$ cat src/rtl/dcc_pkg.sv
package dcc_pkg;
    localparam int DEV_W   = 8;
    localparam int REG_W   = 16;
    localparam int WORD_W  = 32;
    localparam int ADDR_W  = 2;
    localparam int N_SEL   = 3;
    localparam int SEL_MASK_LSB = 16;
    localparam int RUN_BIT   = 15;
    localparam int FLUSH_BIT = 13;
    localparam int WAKE_BIT  = 12;
    // software may touch run, pause, flush, wake and the device status byte
    localparam logic [REG_W-1:0] SW_WRITE_MASK = {4'hF, 4'h0, {DEV_W{1'b1}}};

    typedef enum logic [ADDR_W-1:0] {
        A_CTRL = 2'd0,
        A_SEL_INT = 2'd1,
        A_SEL_BR = 2'd2,
        A_SEL_WAIT = 2'd3
    } reg_addr_e;

    typedef struct packed {
        logic run;
        logic pause;
        logic flush;
        logic wake;
        logic dead;
        logic active;
        logic rsvd;
        logic br_taken;
        logic [DEV_W-1:0] dev;
    } ctrl_t;

    typedef struct packed {
        logic [DEV_W-1:0] mask;
        logic [DEV_W-1:0] value;
    } sel_t;

    function automatic logic sel_match(logic [DEV_W-1:0] dev, sel_t s);
        return (dev & s.mask) == s.value;
    endfunction

    function automatic logic [WORD_W-1:0] sel_pack(sel_t s);
        logic [WORD_W-1:0] w;
        w = '0;
        w[SEL_MASK_LSB +: DEV_W] = s.mask;
        w[DEV_W-1:0] = s.value;
        return w;
    endfunction
endpackage

$ cat src/rtl/dcc_status.sv
module dcc_status
    import dcc_pkg::*;
(
    input  logic             clk,
    input  logic             rst,
    input  logic             sw_we,
    input  logic [REG_W-1:0] sw_mask,
    input  logic [REG_W-1:0] sw_val,
    input  logic [DEV_W-1:0] hw_set,
    input  logic [DEV_W-1:0] hw_clr,
    input  logic             seq_active_upd,
    input  logic             seq_active_val,
    input  logic             seq_dead_set,
    input  logic             seq_branch_upd,
    input  logic             seq_branch_val,
    input  logic             wake_ack,
    input  logic             flush_ack,
    output ctrl_t            ctrl_q,
    output logic             wake_pulse,
    output logic             flush_pulse
);
    logic [REG_W-1:0] eff_mask;
    ctrl_t            sw_next;
    ctrl_t            nxt;
    logic             run_clr;
    logic             wake_wr;
    logic             flush_wr;

    always_comb begin
        eff_mask = sw_we ? (sw_mask & SW_WRITE_MASK) : '0;
        sw_next  = ctrl_t'((ctrl_q & ~eff_mask) | (sw_val & eff_mask));
        run_clr  = eff_mask[RUN_BIT] & ~sw_val[RUN_BIT];
        wake_wr  = eff_mask[WAKE_BIT];
        flush_wr = eff_mask[FLUSH_BIT];
        nxt = sw_next;
        if (wake_ack && !wake_wr)   nxt.wake  = 1'b0;
        if (flush_ack && !flush_wr) nxt.flush = 1'b0;
        if (run_clr) begin
            nxt.active = 1'b0;
            nxt.dead   = 1'b0;
        end else begin
            if (seq_active_upd) nxt.active = seq_active_val;
            if (seq_dead_set)   nxt.dead   = 1'b1;
        end
        if (seq_branch_upd) nxt.br_taken = seq_branch_val;
        // hardware beats software; set beats clear
        nxt.dev  = (sw_next.dev & ~hw_clr) | hw_set;
        nxt.rsvd = 1'b0;
    end

    always_ff @(posedge clk) begin
        if (rst) begin
            ctrl_q      <= '0;
            wake_pulse  <= 1'b0;
            flush_pulse <= 1'b0;
        end else begin
            ctrl_q      <= nxt;
            wake_pulse  <= wake_wr & sw_val[WAKE_BIT];
            flush_pulse <= flush_wr & sw_val[FLUSH_BIT];
        end
    end

    p_hw_set_wins_r6: assert property (@(posedge clk) disable iff (rst)
        (hw_set != '0) |=> ((ctrl_q.dev & $past(hw_set)) == $past(hw_set)));

    p_hw_clr_r6: assert property (@(posedge clk) disable iff (rst)
        ((hw_clr & ~hw_set) != '0) |=> ((ctrl_q.dev & $past(hw_clr & ~hw_set)) == '0));

    p_run_clr_r4: assert property (@(posedge clk) disable iff (rst)
        (sw_we && sw_mask[RUN_BIT] && !sw_val[RUN_BIT]) |=> (!ctrl_q.active && !ctrl_q.dead));

    p_locked_bits_r3: assert property (@(posedge clk) disable iff (rst)
        (sw_we && !seq_active_upd && !seq_dead_set && !seq_branch_upd
         && !(sw_mask[RUN_BIT] && !sw_val[RUN_BIT]))
        |=> ($stable(ctrl_q.active) && $stable(ctrl_q.dead) && $stable(ctrl_q.br_taken)));

    p_dead_set_r5: assert property (@(posedge clk) disable iff (rst)
        (seq_dead_set && !(sw_we && sw_mask[RUN_BIT] && !sw_val[RUN_BIT])) |=> ctrl_q.dead);

    p_ack_clears_r7: assert property (@(posedge clk) disable iff (rst)
        (wake_ack && !(sw_we && sw_mask[WAKE_BIT])) |=> (!ctrl_q.wake && !wake_pulse));

    p_rsvd_low_r2: assert property (@(posedge clk) disable iff (rst) !ctrl_q.rsvd);
endmodule

$ cat src/rtl/dcc_sel.sv
module dcc_sel
    import dcc_pkg::*;
(
    input  logic             clk,
    input  logic             rst,
    input  logic             we,
    input  sel_t             wsel,
    input  logic [DEV_W-1:0] dev,
    output sel_t             sel_q,
    output logic             cond
);
    always_ff @(posedge clk) begin
        if (rst)     sel_q <= '0;
        else if (we) sel_q <= wsel;
    end

    assign cond = sel_match(dev, sel_q);

    p_sel_load_r8: assert property (@(posedge clk) disable iff (rst)
        we |=> (sel_q == $past(wsel)));

    p_sel_hold_r8: assert property (@(posedge clk) disable iff (rst)
        !we |=> $stable(sel_q));

    p_value_outside_mask_r9: assert property (@(posedge clk) disable iff (rst)
        ((sel_q.value & ~sel_q.mask) != '0) |-> !cond);
endmodule

$ cat src/rtl/dma_chan_ctl.sv
module dma_chan_ctl
    import dcc_pkg::*;
(
    input  logic              clk,
    input  logic              rst,
    input  logic              wr_en,
    input  logic [ADDR_W-1:0] wr_addr,
    input  logic [WORD_W-1:0] wr_data,
    input  logic [ADDR_W-1:0] rd_addr,
    output logic [WORD_W-1:0] rd_data,
    input  logic [DEV_W-1:0]  hw_dev_set,
    input  logic [DEV_W-1:0]  hw_dev_clr,
    input  logic              seq_active_upd,
    input  logic              seq_active_val,
    input  logic              seq_dead_set,
    input  logic              seq_branch_upd,
    input  logic              seq_branch_val,
    input  logic              wake_ack,
    input  logic              flush_ack,
    output logic              wake_pulse,
    output logic              flush_pulse,
    output logic              int_cond,
    output logic              br_cond,
    output logic              wait_cond
);
    ctrl_t            ctrl;
    sel_t             sels  [N_SEL];
    logic [N_SEL-1:0] conds;
    sel_t             wsel;

    assign wsel.mask  = wr_data[SEL_MASK_LSB +: DEV_W];
    assign wsel.value = wr_data[DEV_W-1:0];

    dcc_status u_status (
        .clk            (clk),
        .rst            (rst),
        .sw_we          (wr_en && (wr_addr == A_CTRL)),
        .sw_mask        (wr_data[WORD_W-1:REG_W]),
        .sw_val         (wr_data[REG_W-1:0]),
        .hw_set         (hw_dev_set),
        .hw_clr         (hw_dev_clr),
        .seq_active_upd (seq_active_upd),
        .seq_active_val (seq_active_val),
        .seq_dead_set   (seq_dead_set),
        .seq_branch_upd (seq_branch_upd),
        .seq_branch_val (seq_branch_val),
        .wake_ack       (wake_ack),
        .flush_ack      (flush_ack),
        .ctrl_q         (ctrl),
        .wake_pulse     (wake_pulse),
        .flush_pulse    (flush_pulse)
    );

    for (genvar k = 0; k < N_SEL; k++) begin : g_sel
        dcc_sel u_sel (
            .clk   (clk),
            .rst   (rst),
            .we    (wr_en && (wr_addr == ADDR_W'(k + 1))),
            .wsel  (wsel),
            .dev   (ctrl.dev),
            .sel_q (sels[k]),
            .cond  (conds[k])
        );
    end

    assign int_cond  = conds[0];
    assign br_cond   = conds[1];
    assign wait_cond = conds[2];

    always_comb begin
        case (reg_addr_e'(rd_addr))
            A_CTRL:     rd_data = {{(WORD_W-REG_W){1'b0}}, ctrl};
            A_SEL_INT:  rd_data = sel_pack(sels[0]);
            A_SEL_BR:   rd_data = sel_pack(sels[1]);
            default:    rd_data = sel_pack(sels[2]);
        endcase
    end

    p_reset_conds_r1: assert property (@(posedge clk)
        $past(rst) |-> (int_cond && br_cond && wait_cond));

    p_rd_upper_zero_r10: assert property (@(posedge clk) disable iff (rst)
        (rd_addr == A_CTRL) |-> (rd_data[WORD_W-1:REG_W] == '0));
endmodule

$ cat config.mk
export PLATFORM = sky130hd
export DESIGN_NAME = dma_chan_ctl
export DESIGN_NICKNAME = d
export VERILOG_FILES = /design/src/rtl/dcc_pkg.sv /design/src/rtl/dcc_status.sv /design/src/rtl/dcc_sel.sv /design/src/rtl/dma_chan_ctl.sv
export SDC_FILE = /design/constraint.sdc
export NUM_CORES = 1
export LEC_CHECK = 0
export BUFFER_PORTS_ARGS = -buffer_cell sky130_fd_sc_hd__buf_2
export CELL_PAD_IN_SITES_DETAIL_PLACEMENT = 1
export CELL_PAD_IN_SITES_GLOBAL_PLACEMENT = 1
export CORE_AREA = 5 5 113 115
export DETAILED_ROUTE_END_ITERATION = 10
export DIE_AREA = 0 0 118 120
export PLACE_DENSITY = 0.67
export SETUP_SLACK_MARGIN = 0.1
export SKIP_CTS_REPAIR_TIMING = 1
export SLEW_MARGIN = 20
export SYNTH_ARGS = -nofsm -noshare
export SYNTH_HDL_FRONTEND = slang
export SYNTH_SLANG_ARGS = --single-unit
$ cat constraint.sdc
create_clock -name clk -period 1.95 [get_ports clk]
set_clock_uncertainty 0.05 [all_clocks]
set_input_delay 0.39 -clock clk [delete_from_list [all_inputs] [get_ports clk]]
set_output_delay 0.39 -clock clk [all_outputs]
set_load 0.02 [all_outputs]
==> flow_summary.json, run 1 <==
{
  "dieWidth_um": 118,
  "crit_required_ps": 1510,
  "cts_sinks": 65,
  "vias": 3373,
  "initial_utilization_pct": 29.3,
  "seq_area_frac_synth_pct": 38.0,
  "period_minus_slack_ps": 2060,
  "ios": 99,
  "die_h_um": 120,
  "cts_made_buffers": 9,
  "nets": 558,
  "yosysMostFrequentCell": "nand2_1",
  "finalHoldViolCount": 0,
  "endpoint_kind": "output port",
  "violations": "setup timing",
  "crit_type": "register to output port",
  "wire_per_inst_um": 18.0,
  "grtUsageMet3_pct": 3.86,
  "status": "complete, but fails checks",
  "grt_pass1_wl_um": 18300,
  "maxCapViolations": 0,
  "cp-start-kind": "register",
  "globalplace.congestion": 0.820,
  "grt_use_met2_pct": 28.4,
  "setup_viol": 2,
  "synth_cells": 411,
  "clockBufferDepth": 2,
  "r2r_cells": 3,
  "ys_async_sr_fraction_pct": 0,
  "powerDensity_nw_per_um2": 811,
  "cts-root-buf": "clkbuf_16",
  "r2r_slack_ps": 870,
  "hold_path.class": "primary input to register",
  "htreeDepth": 3,
  "grt_pass1_vias": 3593,
  "synthToLayoutAreaGrowth_pct": 30.3,
  "avgSynthCellArea_sq_um": 8.34,
  "portBuffers": 81,
  "drv_slew": 0,
  "regToRegEndpoint": "u_status.ctrl_q[4]",
  "viasPerCell": 5.21,
  "dpl_worst_slack_ps": -160,
  "drt_iter0_drc": 171,
  "overflow": 0,
  "cp_max_fo": 8,
  "min_from": "wr_data[13]",
  "core_area_sq_um": 11700,
  "routed_wl_um": 11600,
  "tritoncts": "built",
  "rsz0062_at_grt": "true",
  "synth_area_leaders": "dfxtp_1 38%, nand2_1 11%, a21oi_1 9.3%",
  "setup_ws_ps": -105,
  "ant_nets": 0,
  "leakage_nw": 1.87,
  "synth_top_area_share_pct": 38.0,
  "syn_area_sq_um": 3430,
  "ys_warn_count": 0,
  "synth-main-ff-cell": "dfxtp_1",
  "synth_cell_type_count": 36,
  "grtUsageTotal_pct": 15.9,
  "worst_ir_drop_vdd_uv": 407,
  "synth_edf_count": 0,
  "clk_pin_slew_ps": 50,
  "worstPathArrival_ps": 1620,
  "p_total_w": 0.00362,
  "fin_crit_sh_pct": 105,
  "dieArea_sq_um": 14200,
  "max_freq_ghz": 0.487,
  "firstDrtPassIters": 4,
  "cp-endpoint": "br_cond",
  "yosysTopAreaCell": "dfxtp_1",
  "drc_errors": 0,
  "r2r-start": "u_status.ctrl_q[4]",
  "postPlaceCellArea_sq_um": 4010,
  "cp-startpoint": "u_status.ctrl_q[6]",
  "grt_max_degree": 67,
  "ys_ff_latch": 65,
  "ys_top_cells_by_count": "96 x nand2_1, 65 x dfxtp_1, 64 x a21oi_1",
  "final_util_pct": 38.1,
  "antennaDiodeCount": 0,
  "clock_latency_ps": 320,
  "drive_gt1_share_pct": 30.5,
  "row_count": 40,
  "stdcell_area_sq_um": 4470,
  "antenna_found_initial": 0,
  "grt.busiest_layer": "met2",
  "place_hpwl_um": 8120,
  "grt_util_met1_pct": 18.7
}
[worst max-delay path: stages (launching register included)]
cell and delay (ps):
dfxtp_4 370, a21o_1 170, a211oi_2 250, buf_4 160, and4b_1 220, buf_6 130
[power by group]
part	leakage (nW)	switching [W]	internal, W
clock	0.153	0.000567	0.00109
sequential	0.535	0.0000627	0.00138
combinational	1.19	0.000285	0.000230
total	1.87	0.000915	0.00271
[area by class of cell]
type,instances,area (sq um)
flip-flops and latches,65,1330
clock buffers,14,274
repair buffers,100,642
multi-input cells,309,1960
fillers,1433,7240
clock inverters,2,35.0
well taps,147,184
inverters,11,41.3
[cell families after synthesis]
| logic type | after synthesis | share of synthesized area [%] |
|---|---|---|
| other | 1 | 0.109 |
| AO/OA/AOI/OAI | 118 | 22.6 |
| AND/OR/NAND/NOR | 164 | 23.9 |
| multiplexers | 18 | 8.47 |
| buffers and inverters | 45 | 6.94 |
| flip-flops | 65 | 38.0 |
[routing by layer]
| layer | up-vias | routed length [um] |
|---|---|---|
| met3 | 12 | 623 |
| met5 | - | 0 |
| met1 | 1653 | 5050 |
| met4 | 0 | 135 |
| li1 | 1624 | - |
| met2 | 84 | 5830 |
[worst min-delay path by stage]
stage          slack [ps]                      end  depth (start not counted)
6_report              260     u_status.flush_pulse                          2
4_1_cts               250     u_status.flush_pulse                          2
3_3_place_gp          420  g_sel[0].u_sel.sel_q[3]                          2
3_5_place_dp          430  g_sel[1].u_sel.sel_q[4]                          2
2_1_floorplan         400  g_sel[0].u_sel.sel_q[3]                          2
5_1_grt               260     u_status.flush_pulse                          2
[registers in the layout (all words and copies together) (netlist names), named ones only]
register and flops:
g_sel.u_sel.sel_q 48, u_status.ctrl_q 11, u_status.flush_pulse 1, u_status.wake_pulse 1
[cells in the final DEF, fill, tap and decap left out, types with 9 or more instances in the layout]
master	instances
nor2b_1	9
buf_2	75
nand3_1	11
buf_4	16
clkbuf_16	10
nand2_1	96
conb_1	9
a21oi_1	64
and3_1	15
inv_1	11
dfxtp_1	53
[metrics by stage]
stage	TNS (ps)	std cells	hold WS, ps
floorplan	0	419	401
global placement	-1190	629	416
detailed placement	-1170	629	429
CTS	-1940	645	249
global route	-260	648	260
finish	-134	648	256
Note: power is estimated with default switching activity, not from simulation.
==> run 2: changes to the inputs <==
GPL_TIMING_DRIVEN = 0   (was default)
clock period = 2.27 ns   (was 1.95 ns; I/O delays follow)
==> flow_summary.json, run 2 (synthesis results as in run 1) <==
{
  "fin_crit_sh_pct": 96.6,
  "top_layer": "met4",
  "endpoint_kind": "output port",
  "synthToLayoutAreaGrowth_pct": 27.9,
  "cts_made_buffers": 9,
  "layoutNonFillerInstCount": 661,
  "portBuffers": 81,
  "period_minus_slack_ps": 2190,
  "dieWidth_um": 118,
  "crit_required_ps": 1770,
  "nets": 573,
  "grt_pass1_wl_um": 20200,
  "hold_slack_ps": 324,
  "final_cell_mix": "96 x nand2_1, 91 x buf_2, 64 x a21oi_1",
  "postPlaceCellArea_sq_um": 4050,
  "mostFrequentLayoutCell": "nand2_1",
  "regToRegEndpoint": "u_status.ctrl_q[5]",
  "dp_cells": 647,
  "wl_met1_um": 5650,
  "drive_gt1_share_pct": 29.0,
  "p_seq_share_pct": 40.5,
  "worstPathArrival_ps": 1690,
  "grtUsageTotal_pct": 18.5,
  "row_count": 40,
  "cp-endpoint": "br_cond",
  "viasPerCell": 5.36,
  "r2r_slack_ps": 1110,
  "firstDrtPassIters": 4,
  "status": "completed",
  "power_frac_clock_pct": 44.9,
  "drc_errors": 0,
  "grt_pass1_vias": 3675,
  "routed_wl_um": 13400,
  "setup_viol": 0,
  "ios": 99,
  "power.internal_w": 0.00223,
  "r2r-start": "u_status.ctrl_q[5]",
  "max_freq_ghz": 0.456,
  "wire_per_inst_um": 20.3,
  "globalplace.congestion": 0.825,
  "cp-start-kind": "register",
  "hold_path_depth": 2,
  "rsz0062_at_grt": "true",
  "wl_met3_um": 793,
  "stdcell_area_sq_um": 4380,
  "tritoncts": "built",
  "ant_nets": 0,
  "cts_sinks": 65,
  "worst_slew_pin_slew_ps": 662,
  "drv_slew": 0,
  "htreeDepth": 3,
  "reg_top3": "g_sel.u_sel.sel_q x48, u_status.ctrl_q x11",
  "top_register": "g_sel.u_sel.sel_q",
  "p_total_w": 0.00306,
  "netSwitchingFraction_pct": 26.9,
  "dieArea_sq_um": 14200,
  "cp-startpoint": "u_status.ctrl_q[6]",
  "grt_max_degree": 11,
  "drt_iter0_drc": 167,
  "hold_path.class": "primary input to register",
  "leakage_nw": 1.87,
  "r2r_cells": 3,
  "p_sw_w": 0.000824,
  "overflow": 0,
  "vias": 3542,
  "place_hpwl_um": 9740,
  "met2_length_um": 6710,
  "clock_latency_ps": 330,
  "worst_ir_drop_vdd_uv": 347,
  "cts-root-buf": "clkbuf_16",
  "core_area_sq_um": 11700,
  "die_h_um": 120,
  "antenna_found_initial": 0,
  "crit_type": "register to output port",
  "clockBufferDepth": 2,
  "antennaDiodeCount": 0,
  "cp_max_fo": 8,
  "maxCapViolations": 0,
  "powerDensity_nw_per_um2": 697,
  "largest_reg_flops": 48,
  "initial_utilization_pct": 29.3,
  "clk_pin_slew_ps": 60,
  "finalHoldViolCount": 0,
  "slew_headroom_pct": 55.9,
  "combPwrFrac_pct": 14.6
}
-- run 2: changes by cell type in the layout (fill, tap and decap cells not counted), sizes merged --
cell | previous run | this run
clkinvlp | 0 | 1
clkbuf | 16 | 20
buf | 98 | 106
-- run 2: area by class of cell --
class / count / area, sq um
Sequential cell: 65 / 1300
Clock inverter: 3 / 42.5
Tap cell: 147 / 184
Clock buffer: 11 / 243
Fill cell: 1437 / 7330
Multi-Input combinational cell: 309 / 1940
Inverter: 11 / 41.3
Buffer: 34 / 218
Timing Repair Buffer: 81 / 408
-- run 2: stage by stage --
stage                     util (%)  TNS [ps]  setup slack (ps)
after CTS                     37.0     -1270              -208
after global placement        34.6      -765              -197
final                         37.4         0              76.4
after floorplan                  -         0               282
after detailed placement      34.6      -679              -193
after global routing          37.4     -1.74             -1.74
-- run 2: routing by layer --
layer | global-route usage [%] | up-vias
met4 | 6.52 | 0
met1 | 22.2 | 1742
met5 | 0 | -
met2 | 32.4 | 119
li1 | - | 1662
met3 | 4.15 | 19
-- run 2: power by group through the flow --
stage	Sequential [W]	Clock [W]	Combinational (W)
6_report	0.00124	0.00137	0.000445
5_1_grt	0.00125	0.00144	0.000478
4_1_cts	0.00124	0.00138	0.000436
3_5_place_dp	0.00126	0	0.000434
3_3_place_gp	0.00126	0	0.000422
2_1_floorplan	0.00124	0	0.000252
-- run 2: critical path: stages (launching register included) --
cell and delay (ps):
dfxtp_1 290, clkbuf_4 160, a21o_1 200, a211oi_2 270
and4b_1 260, buf_2 170
-- run 2: how the worst min path moves through the flow --
stage | start | end | slack (ps)
finish | wr_data[12] | u_status.wake_pulse | 320
global route | wr_data[31] | u_status.ctrl_q[11] | 330
CTS | wr_data[12] | u_status.wake_pulse | 320
detailed placement | g_sel[2].u_sel.sel_q[7] | g_sel[2].u_sel.sel_q[7] | 430
global placement | g_sel[2].u_sel.sel_q[4] | g_sel[2].u_sel.sel_q[4] | 420
floorplan | g_sel[0].u_sel.sel_q[3] | g_sel[0].u_sel.sel_q[3] | 400
